$ cat config.mk
export PLATFORM = sky130hd
export DESIGN_NAME = modn_split_counter
export DESIGN_NICKNAME = d
export VERILOG_FILES = /design/src/rtl/modn_split_pkg.sv /design/src/rtl/modn_split_rst_sync.sv /design/src/rtl/modn_split_gate.sv /design/src/rtl/modn_split_lane.sv /design/src/rtl/modn_split_counter.sv
export SDC_FILE = /design/constraint.sdc
export NUM_CORES = 1
export LEC_CHECK = 0
export ABC_AREA = 1
export BUFFER_PORTS_ARGS = -buffer_cell sky130_fd_sc_hd__buf_2
export CAP_MARGIN = 0
export CORE_MARGIN = 5
export CORE_UTILIZATION = 48
export CTS_CLUSTER_SIZE = 24
export DETAILED_ROUTE_END_ITERATION = 6
export PLACE_DENSITY = 0.8
export SYNTH_ARGS = -nofsm -noshare
export SYNTH_HDL_FRONTEND = slang
export SYNTH_HIERARCHICAL = 1
export SYNTH_SLANG_ARGS = --single-unit
$ cat constraint.sdc
create_clock -name clk_i -period 1.01 [get_ports clk_i]
set_input_delay 0.1515 -clock clk_i [delete_from_list [all_inputs] [get_ports clk_i]]
set_output_delay 0.1515 -clock clk_i [all_outputs]
set_load 0.02 [all_outputs]
$ cat src/rtl/modn_split_pkg.sv
package modn_split_pkg;

  // Which lane currently drives the count.
  typedef enum logic {
    PH_EVEN = 1'b0,
    PH_ODD  = 1'b1
  } phase_e;

  // Width of the count for modulus n (at least one bit).
  function automatic int unsigned cnt_width(input int unsigned n);
    return (n <= 2) ? 1 : $clog2(n);
  endfunction

  // True when n is a power of two (natural binary wrap suffices).
  function automatic bit is_pow2(input int unsigned n);
    return (n != 0) && ((n & (n - 1)) == 0);
  endfunction

endpackage

$ cat src/rtl/modn_split_rst_sync.sv
module modn_split_rst_sync #(
  parameter int unsigned STAGES = 2
) (
  input  logic clk_i,
  input  logic rst_ni,
  output logic rst_no
);

  logic [STAGES-1:0] sync_q;
  logic [STAGES-1:0] sync_d;

  always_comb begin
    sync_d = {sync_q[STAGES-2:0], 1'b1};
  end

  always_ff @(posedge clk_i or negedge rst_ni) begin
    if (!rst_ni) begin
      sync_q <= '0;
    end else begin
      sync_q <= sync_d;
    end
  end

  assign rst_no = sync_q[STAGES-1];

endmodule

$ cat src/rtl/modn_split_gate.sv
module modn_split_gate #(
  parameter int unsigned MOD_N = 256,
  parameter int unsigned CNT_W = modn_split_pkg::cnt_width(MOD_N),
  parameter int unsigned LD_W  = CNT_W + 1
) (
  input  logic             clk_i,
  input  logic             rst_ni,
  input  logic             load_i,
  input  logic [LD_W-1:0]  load_val_i,
  output logic             seed_en_o,
  output logic [CNT_W-1:0] seed_val_o,
  output logic             load_err_o
);

  localparam logic [LD_W-1:0] N_LD = LD_W'(MOD_N);

  logic in_range;
  logic err_d;
  logic err_q;

  always_comb begin
    in_range   = (load_val_i < N_LD);
    seed_en_o  = load_i & in_range;
    seed_val_o = load_val_i[CNT_W-1:0];
    err_d      = load_i & ~in_range;
  end

  always_ff @(posedge clk_i or negedge rst_ni) begin
    if (!rst_ni) begin
      err_q <= 1'b0;
    end else begin
      err_q <= err_d;
    end
  end

  assign load_err_o = err_q;

endmodule

$ cat src/rtl/modn_split_lane.sv
module modn_split_lane #(
  parameter int unsigned MOD_N    = 256,
  parameter int unsigned CNT_W    = modn_split_pkg::cnt_width(MOD_N),
  parameter int unsigned SEED_OFS = 0
) (
  input  logic             clk_i,
  input  logic             rst_ni,
  input  logic             seed_en_i,
  input  logic [CNT_W-1:0] seed_val_i,
  input  logic             step_en_i,
  output logic [CNT_W-1:0] val_o
);

  localparam logic [CNT_W:0]   N_X     = (CNT_W+1)'(MOD_N);
  localparam logic [CNT_W-1:0] RST_VAL = CNT_W'(SEED_OFS % MOD_N);
  localparam logic [CNT_W-1:0] RST_NXT = CNT_W'((SEED_OFS + 2) % MOD_N);
  localparam bit               IS_P2   = modn_split_pkg::is_pow2(MOD_N);

  // Seed-path helper: add a small increment and wrap (off the feedback loop).
  function automatic logic [CNT_W-1:0] wrap_add(input logic [CNT_W-1:0] v,
                                                input int unsigned inc);
    logic [CNT_W:0] s;
    s = {1'b0, v} + (CNT_W+1)'(inc);
    if (s >= N_X) s = s - N_X;
    if (s >= N_X) s = s - N_X;
    return s[CNT_W-1:0];
  endfunction

  logic [CNT_W-1:0] val_q;
  logic [CNT_W-1:0] val_d;
  logic [CNT_W-1:0] nxt_q;
  logic [CNT_W-1:0] nxt_d;
  logic [CNT_W-1:0] fb_sum;
  logic [CNT_W-1:0] seeded;
  logic             val_en;

  // Feedback arithmetic: value plus two, wrapped. Registered into nxt_q,
  // so the loop val_q -> nxt_q -> val_q spans two flops.
  generate
    if (IS_P2) begin : g_fb_pow2
      always_comb begin
        fb_sum = val_q + CNT_W'(2);
      end
    end else begin : g_fb_cmp
      logic [CNT_W:0] raw;
      logic [CNT_W:0] raw_sub;
      always_comb begin
        raw     = {1'b0, val_q} + (CNT_W+1)'(2);
        raw_sub = raw - N_X;
        fb_sum  = (raw >= N_X) ? raw_sub[CNT_W-1:0] : raw[CNT_W-1:0];
      end
    end
  endgenerate

  always_comb begin
    seeded = wrap_add(seed_val_i, SEED_OFS);
    val_en = seed_en_i | step_en_i;
    val_d  = val_q;
    nxt_d  = fb_sum;
    if (seed_en_i) begin
      val_d = seeded;
      nxt_d = wrap_add(seeded, 2);
    end else if (step_en_i) begin
      val_d = nxt_q;
    end
  end

  always_ff @(posedge clk_i or negedge rst_ni) begin
    if (!rst_ni) begin
      val_q <= RST_VAL;
    end else if (val_en) begin
      val_q <= val_d;
    end
  end

  always_ff @(posedge clk_i or negedge rst_ni) begin
    if (!rst_ni) begin
      nxt_q <= RST_NXT;
    end else begin
      nxt_q <= nxt_d;
    end
  end

  assign val_o = val_q;

endmodule

$ cat src/rtl/modn_split_counter.sv
module modn_split_counter #(
  parameter int unsigned MOD_N = 256,
  parameter int unsigned CNT_W = modn_split_pkg::cnt_width(MOD_N),
  parameter int unsigned LD_W  = CNT_W + 1
) (
  input  logic             clk_i,
  input  logic             rst_ni,
  input  logic             adv_i,
  input  logic             load_i,
  input  logic [LD_W-1:0]  load_val_i,
  output logic [CNT_W-1:0] count_o,
  output logic             load_err_o
);

  import modn_split_pkg::*;

  localparam int unsigned LANES = 2;

  logic                          rst_n_q;
  logic                          seed_en;
  logic [CNT_W-1:0]              seed_val;
  phase_e                        phase_q;
  phase_e                        phase_d;
  logic [LANES-1:0]              step_en;
  logic [LANES-1:0][CNT_W-1:0]   lane_val;

  modn_split_rst_sync #(.STAGES(2)) u_rst_sync (
    .clk_i  (clk_i),
    .rst_ni (rst_ni),
    .rst_no (rst_n_q)
  );

  modn_split_gate #(
    .MOD_N (MOD_N),
    .CNT_W (CNT_W),
    .LD_W  (LD_W)
  ) u_gate (
    .clk_i      (clk_i),
    .rst_ni     (rst_n_q),
    .load_i     (load_i),
    .load_val_i (load_val_i),
    .seed_en_o  (seed_en),
    .seed_val_o (seed_val),
    .load_err_o (load_err_o)
  );

  // Turn flop: re-seed returns to the even lane, advance alternates.
  always_comb begin
    phase_d = phase_q;
    if (seed_en) begin
      phase_d = PH_EVEN;
    end else if (adv_i) begin
      phase_d = (phase_q == PH_EVEN) ? PH_ODD : PH_EVEN;
    end
  end

  always_ff @(posedge clk_i or negedge rst_n_q) begin
    if (!rst_n_q) begin
      phase_q <= PH_EVEN;
    end else begin
      phase_q <= phase_d;
    end
  end

  generate
    for (genvar g = 0; g < LANES; g++) begin : g_lane
      always_comb begin
        step_en[g] = adv_i & ~seed_en & (phase_q == phase_e'(g));
      end

      modn_split_lane #(
        .MOD_N    (MOD_N),
        .CNT_W    (CNT_W),
        .SEED_OFS (g)
      ) u_lane (
        .clk_i      (clk_i),
        .rst_ni     (rst_n_q),
        .seed_en_i  (seed_en),
        .seed_val_i (seed_val),
        .step_en_i  (step_en[g]),
        .val_o      (lane_val[g])
      );
    end
  endgenerate

  always_comb begin
    count_o = (phase_q == PH_ODD) ? lane_val[1] : lane_val[0];
  end

endmodule

==> results.md <==
* Largest net degree at the start of global routing at 35
* Violated checks: negative setup slack
* Hold Path Origin: load_val_i[8]
* Layout fillers at roughly 250
* Worst Clk Skew at around 0.005 ns
* Syn avg cell area at just under 8 um^2
* Congestion Overflow GR at 0
* Layout cells sized above 1 at 0.5682
* Drt total wl at around 7000 um
* Initial antenna violation count at 0
* Crit path time final at between 1 and 1.5 ns
* Unique masters post-synth at 30
* Nets at roughly 370
* Die area at 5865 um^2
* Placer Congestion at 0.8993
* CP startpoint kind: flop
* Critical Path Fanout Max at 4
* Worst reg2reg path depth at 8
* Number of H-tree levels at 2
* Hold depth at 3
* DR pass1 iterations at 6
* DR top layer: met4
* Core Footprint at approximately 4300 um^2
* Post-Syn Area at between 2000 and 2500 um^2
* Crit-path cells: inv_2, buf_6, nand2_2, nand2_2, buf_6
* Required time worst endpoint at approximately 0.86 ns
* PwrDens at ~1600 nW/um^2
* Worst setup EP type: output pin
* Diodes inserted at 0
* TritonCTS buffer count at 5
* Met3 wire length at about 530 um
* Remaining routing DRC violations at 0
* Hold endpoint: u_gate/load_err_o
* Status: finished with violations
* Worst path buffer plus inverter count at 3
* Mapped Nets at about 290
* First-pass GRT wire length at 10390 um
* Leakage power at 1.691 nW
* RSZ-0062 raised after global routing: true
* Area grow syn2layout at 59.73%
* Post-synthesis sequential area ratio at 0.4256
* WP data arrival at between 1 and 1.5 ns
* Via count at around 2300
* Most frequent cells in the layout: nand2_1, buf_4, nand2_2, dfrtp_1
* Mapped Cells at roughly 280
* Die W at between 70 and 80 um
* Io pins at 22
* Root buf cell: clkbuf_8
* Worst skew pair latency at 0.29 ns
* Hold Path Class: primary input to flop
* Rows at 24
* Synth Register Bits at 36
* Average routed wire per standard cell at 17.23 um
* Commonest non-fill, non-tap cell in the layout: nand2_1
* FF-to-FF Start: g_lane[1].u_lane/val_o[2]
* GRT Overall Usage at 0.2265
* Final period util at 1.360
* MaxCap Viol Count at 0
* DRT iter0 DRCs at 180
* IO Port Bufs at 21
* Slowest-stage cell, CP: dfrtp_2
* Via-per-instance ratio at between 5 and 6
* Flop-to-flop setup slack at -0.33 ns
* Vias in the first global route at ~2300
* Met2 wire len at about 3500 um
* Antenna violation net count after detailed routing at 0
* Setup WS post-layout at -0.3639 ns
* Reg clk slew, reported paths at 0.07 ns
* Placed insts at 384
* Synth warn at 6
* R2R Path End: g_lane[1].u_lane/nxt_q[7]
* Final hold vios at 0
* Fmax at roughly 730 MHz
* Max incr delay on CP at roughly 0.45 ns
* CTS Sinks at 36
* CTS tree: yes
* Die height at 76.59 um
* CP top delay family: flip-flops
* Final Setup Violations at 34
* Setup CP Type: flop to output pin
* Met1 wire length at around 2600 um
* Clock Path Buffers at 2
* DP HPWL at 3838 um
* Final hold slack at just under 0.07 ns
* Max VDD drop at 1.325 mV
* Initial Util at 0.4922
* Max Slew Vio Count at 0
* Fin cells at 411
## cells by family (layout without fill, tap and decap cells)
kind of cell / after synthesis / in the layout / share of synthesized area
buf+inv: 52 / 136 / 0.1246
xor+xnor: 5 / 5 / 0.02058
fa+ha+maj: 3 / 3 / 0.01764
other cells: 1 / 1 / 0.001762
flops: 36 / 36 / 0.4256
compound gates: 29 / 29 / 0.09112
simple gates: 149 / 149 / 0.3186
## worst reg2reg max path: cells and delay by family (launching register included)
| family | cells | cell delay (ns) |
|---|---|---|
| AND/OR/NAND/NOR | 5 | 0.42 |
| flip-flops | 1 | 0.36 |
| adder cells (fa/ha/maj) | 1 | 0.21 |
| AO/OA/AOI/OAI | 1 | 0.20 |
| buffers and inverters | 1 | 0.06 |
## final cells by class
| type | instances | area (um^2) | area share |
|---|---|---|---|
| flip-flops and latches | 36 | 908.4 | 0.2672 |
| repair buffers | 88 | 810.8 | 0.2385 |
| inverters | 39 | 180.2 | 0.05300 |
| multi-input cells | 187 | 1346 | 0.3960 |
| repair inverters | 1 | 7.507 | 0.002208 |
| well taps | 52 | 65.06 | 0.01914 |
| clock inverters | 1 | 5.005 | 0.001472 |
| clock buffers | 7 | 76.32 | 0.02245 |
## power by group
part           switching, W  internal, W
registers          0.000202      0.00178
logic               0.00136      0.00120
clock network      0.000495     0.000483
## how the worst max path moves through the flow
stage | from | depth (start not counted) | slack (ns) | end
global route | g_lane[1].u_lane/val_o[2] | 8 | -0.41 | g_lane[1].u_lane/nxt_q[7]
floorplan | load_i | 11 | -0.32 | g_lane[1].u_lane/nxt_q[7]
CTS | phase_q | 5 | -0.34 | count_o[4]
global placement | load_i | 12 | -0.46 | g_lane[1].u_lane/nxt_q[7]
detailed placement | load_i | 12 | -0.53 | g_lane[1].u_lane/nxt_q[7]
finish | phase_q | 5 | -0.36 | count_o[1]
## sequential cells by signal (all words and copies together) (netlist names)
register	count
g_lane.u_lane/val_o	16
g_lane.u_lane/nxt_q	16
phase_q	1
u_gate/load_err_o	1
u_rst_sync/sync_q	2
## synth_stat cells
| library cell | n | area [um^2] |
|---|---|---|
| nand3_1 | 22 | 110.1 |
| inv_1 | 33 | 123.9 |
| buf_4 | 8 | 60.06 |
| nor2_1 | 13 | 48.80 |
| buf_6 | 4 | 45.04 |
| nor2_2 | 7 | 43.79 |
| clkinv_1 | 1 | 3.750 |
| o21ai_2 | 3 | 26.28 |
| nor2_4 | 2 | 22.52 |
| nand3b_1 | 2 | 15.01 |
| dfrtp_1 | 32 | 800.8 |
| ha_1 | 3 | 37.54 |
| o21ai_1 | 1 | 5.000 |
| or2_1 | 1 | 6.260 |
| inv_2 | 5 | 18.77 |
| nand2_4 | 3 | 33.78 |
| clkbuf_8 | 1 | 13.76 |
| a21o_1 | 1 | 7.510 |
| o21bai_2 | 1 | 11.26 |
| or2_2 | 2 | 12.51 |
| o221ai_1 | 1 | 8.760 |
| nand2_2 | 6 | 37.54 |
| o21ai_0 | 8 | 40.04 |
| conb_1 | 1 | 3.750 |
| nand2_1 | 90 | 337.8 |
| dfstp_2 | 4 | 105.1 |
| o211ai_1 | 10 | 75.07 |
| a21oi_1 | 4 | 20.02 |
| xor2_1 | 5 | 43.79 |
| nand3_2 | 1 | 10.01 |
## per-stage QoR
step / utilization / setup slack [ns] / setup TNS, ns / cell area, um^2 / power (W)
5_1_grt: 0.7862 / -0.4076 / -9.114 / 3400 / 0.005827
6_report: 0.7862 / -0.3639 / -7.817 / 3400 / 0.005523
4_1_cts: 0.7326 / -0.3368 / -6.556 / 3168 / 0.005107
3_5_place_dp: 0.6181 / -0.5285 / -10.62 / 2673 / 0.003583
3_3_place_gp: 0.6181 / -0.4590 / -9.470 / 2673 / 0.003529
2_1_floorplan: - / -0.3215 / -2.171 / 2240 / 0.002953
## timing repair
action,CTS,global route
gates cloned,3,0
setup buffers,12,7
gates resized for setup,82,61
endpoints found under the hold margin,2,0
endpoints found under the setup margin,34,35
pin swaps,39,36
hold buffers,1,0
## per-layer routing
layer  vias to the layer above  track usage
met4                         0       0.1206
met5                         -            0
li1                       1021            -
met1                      1081       0.2597
met3                        49      0.05437
met2                       134       0.3861
Note: power is estimated with default switching activity, not from simulation.
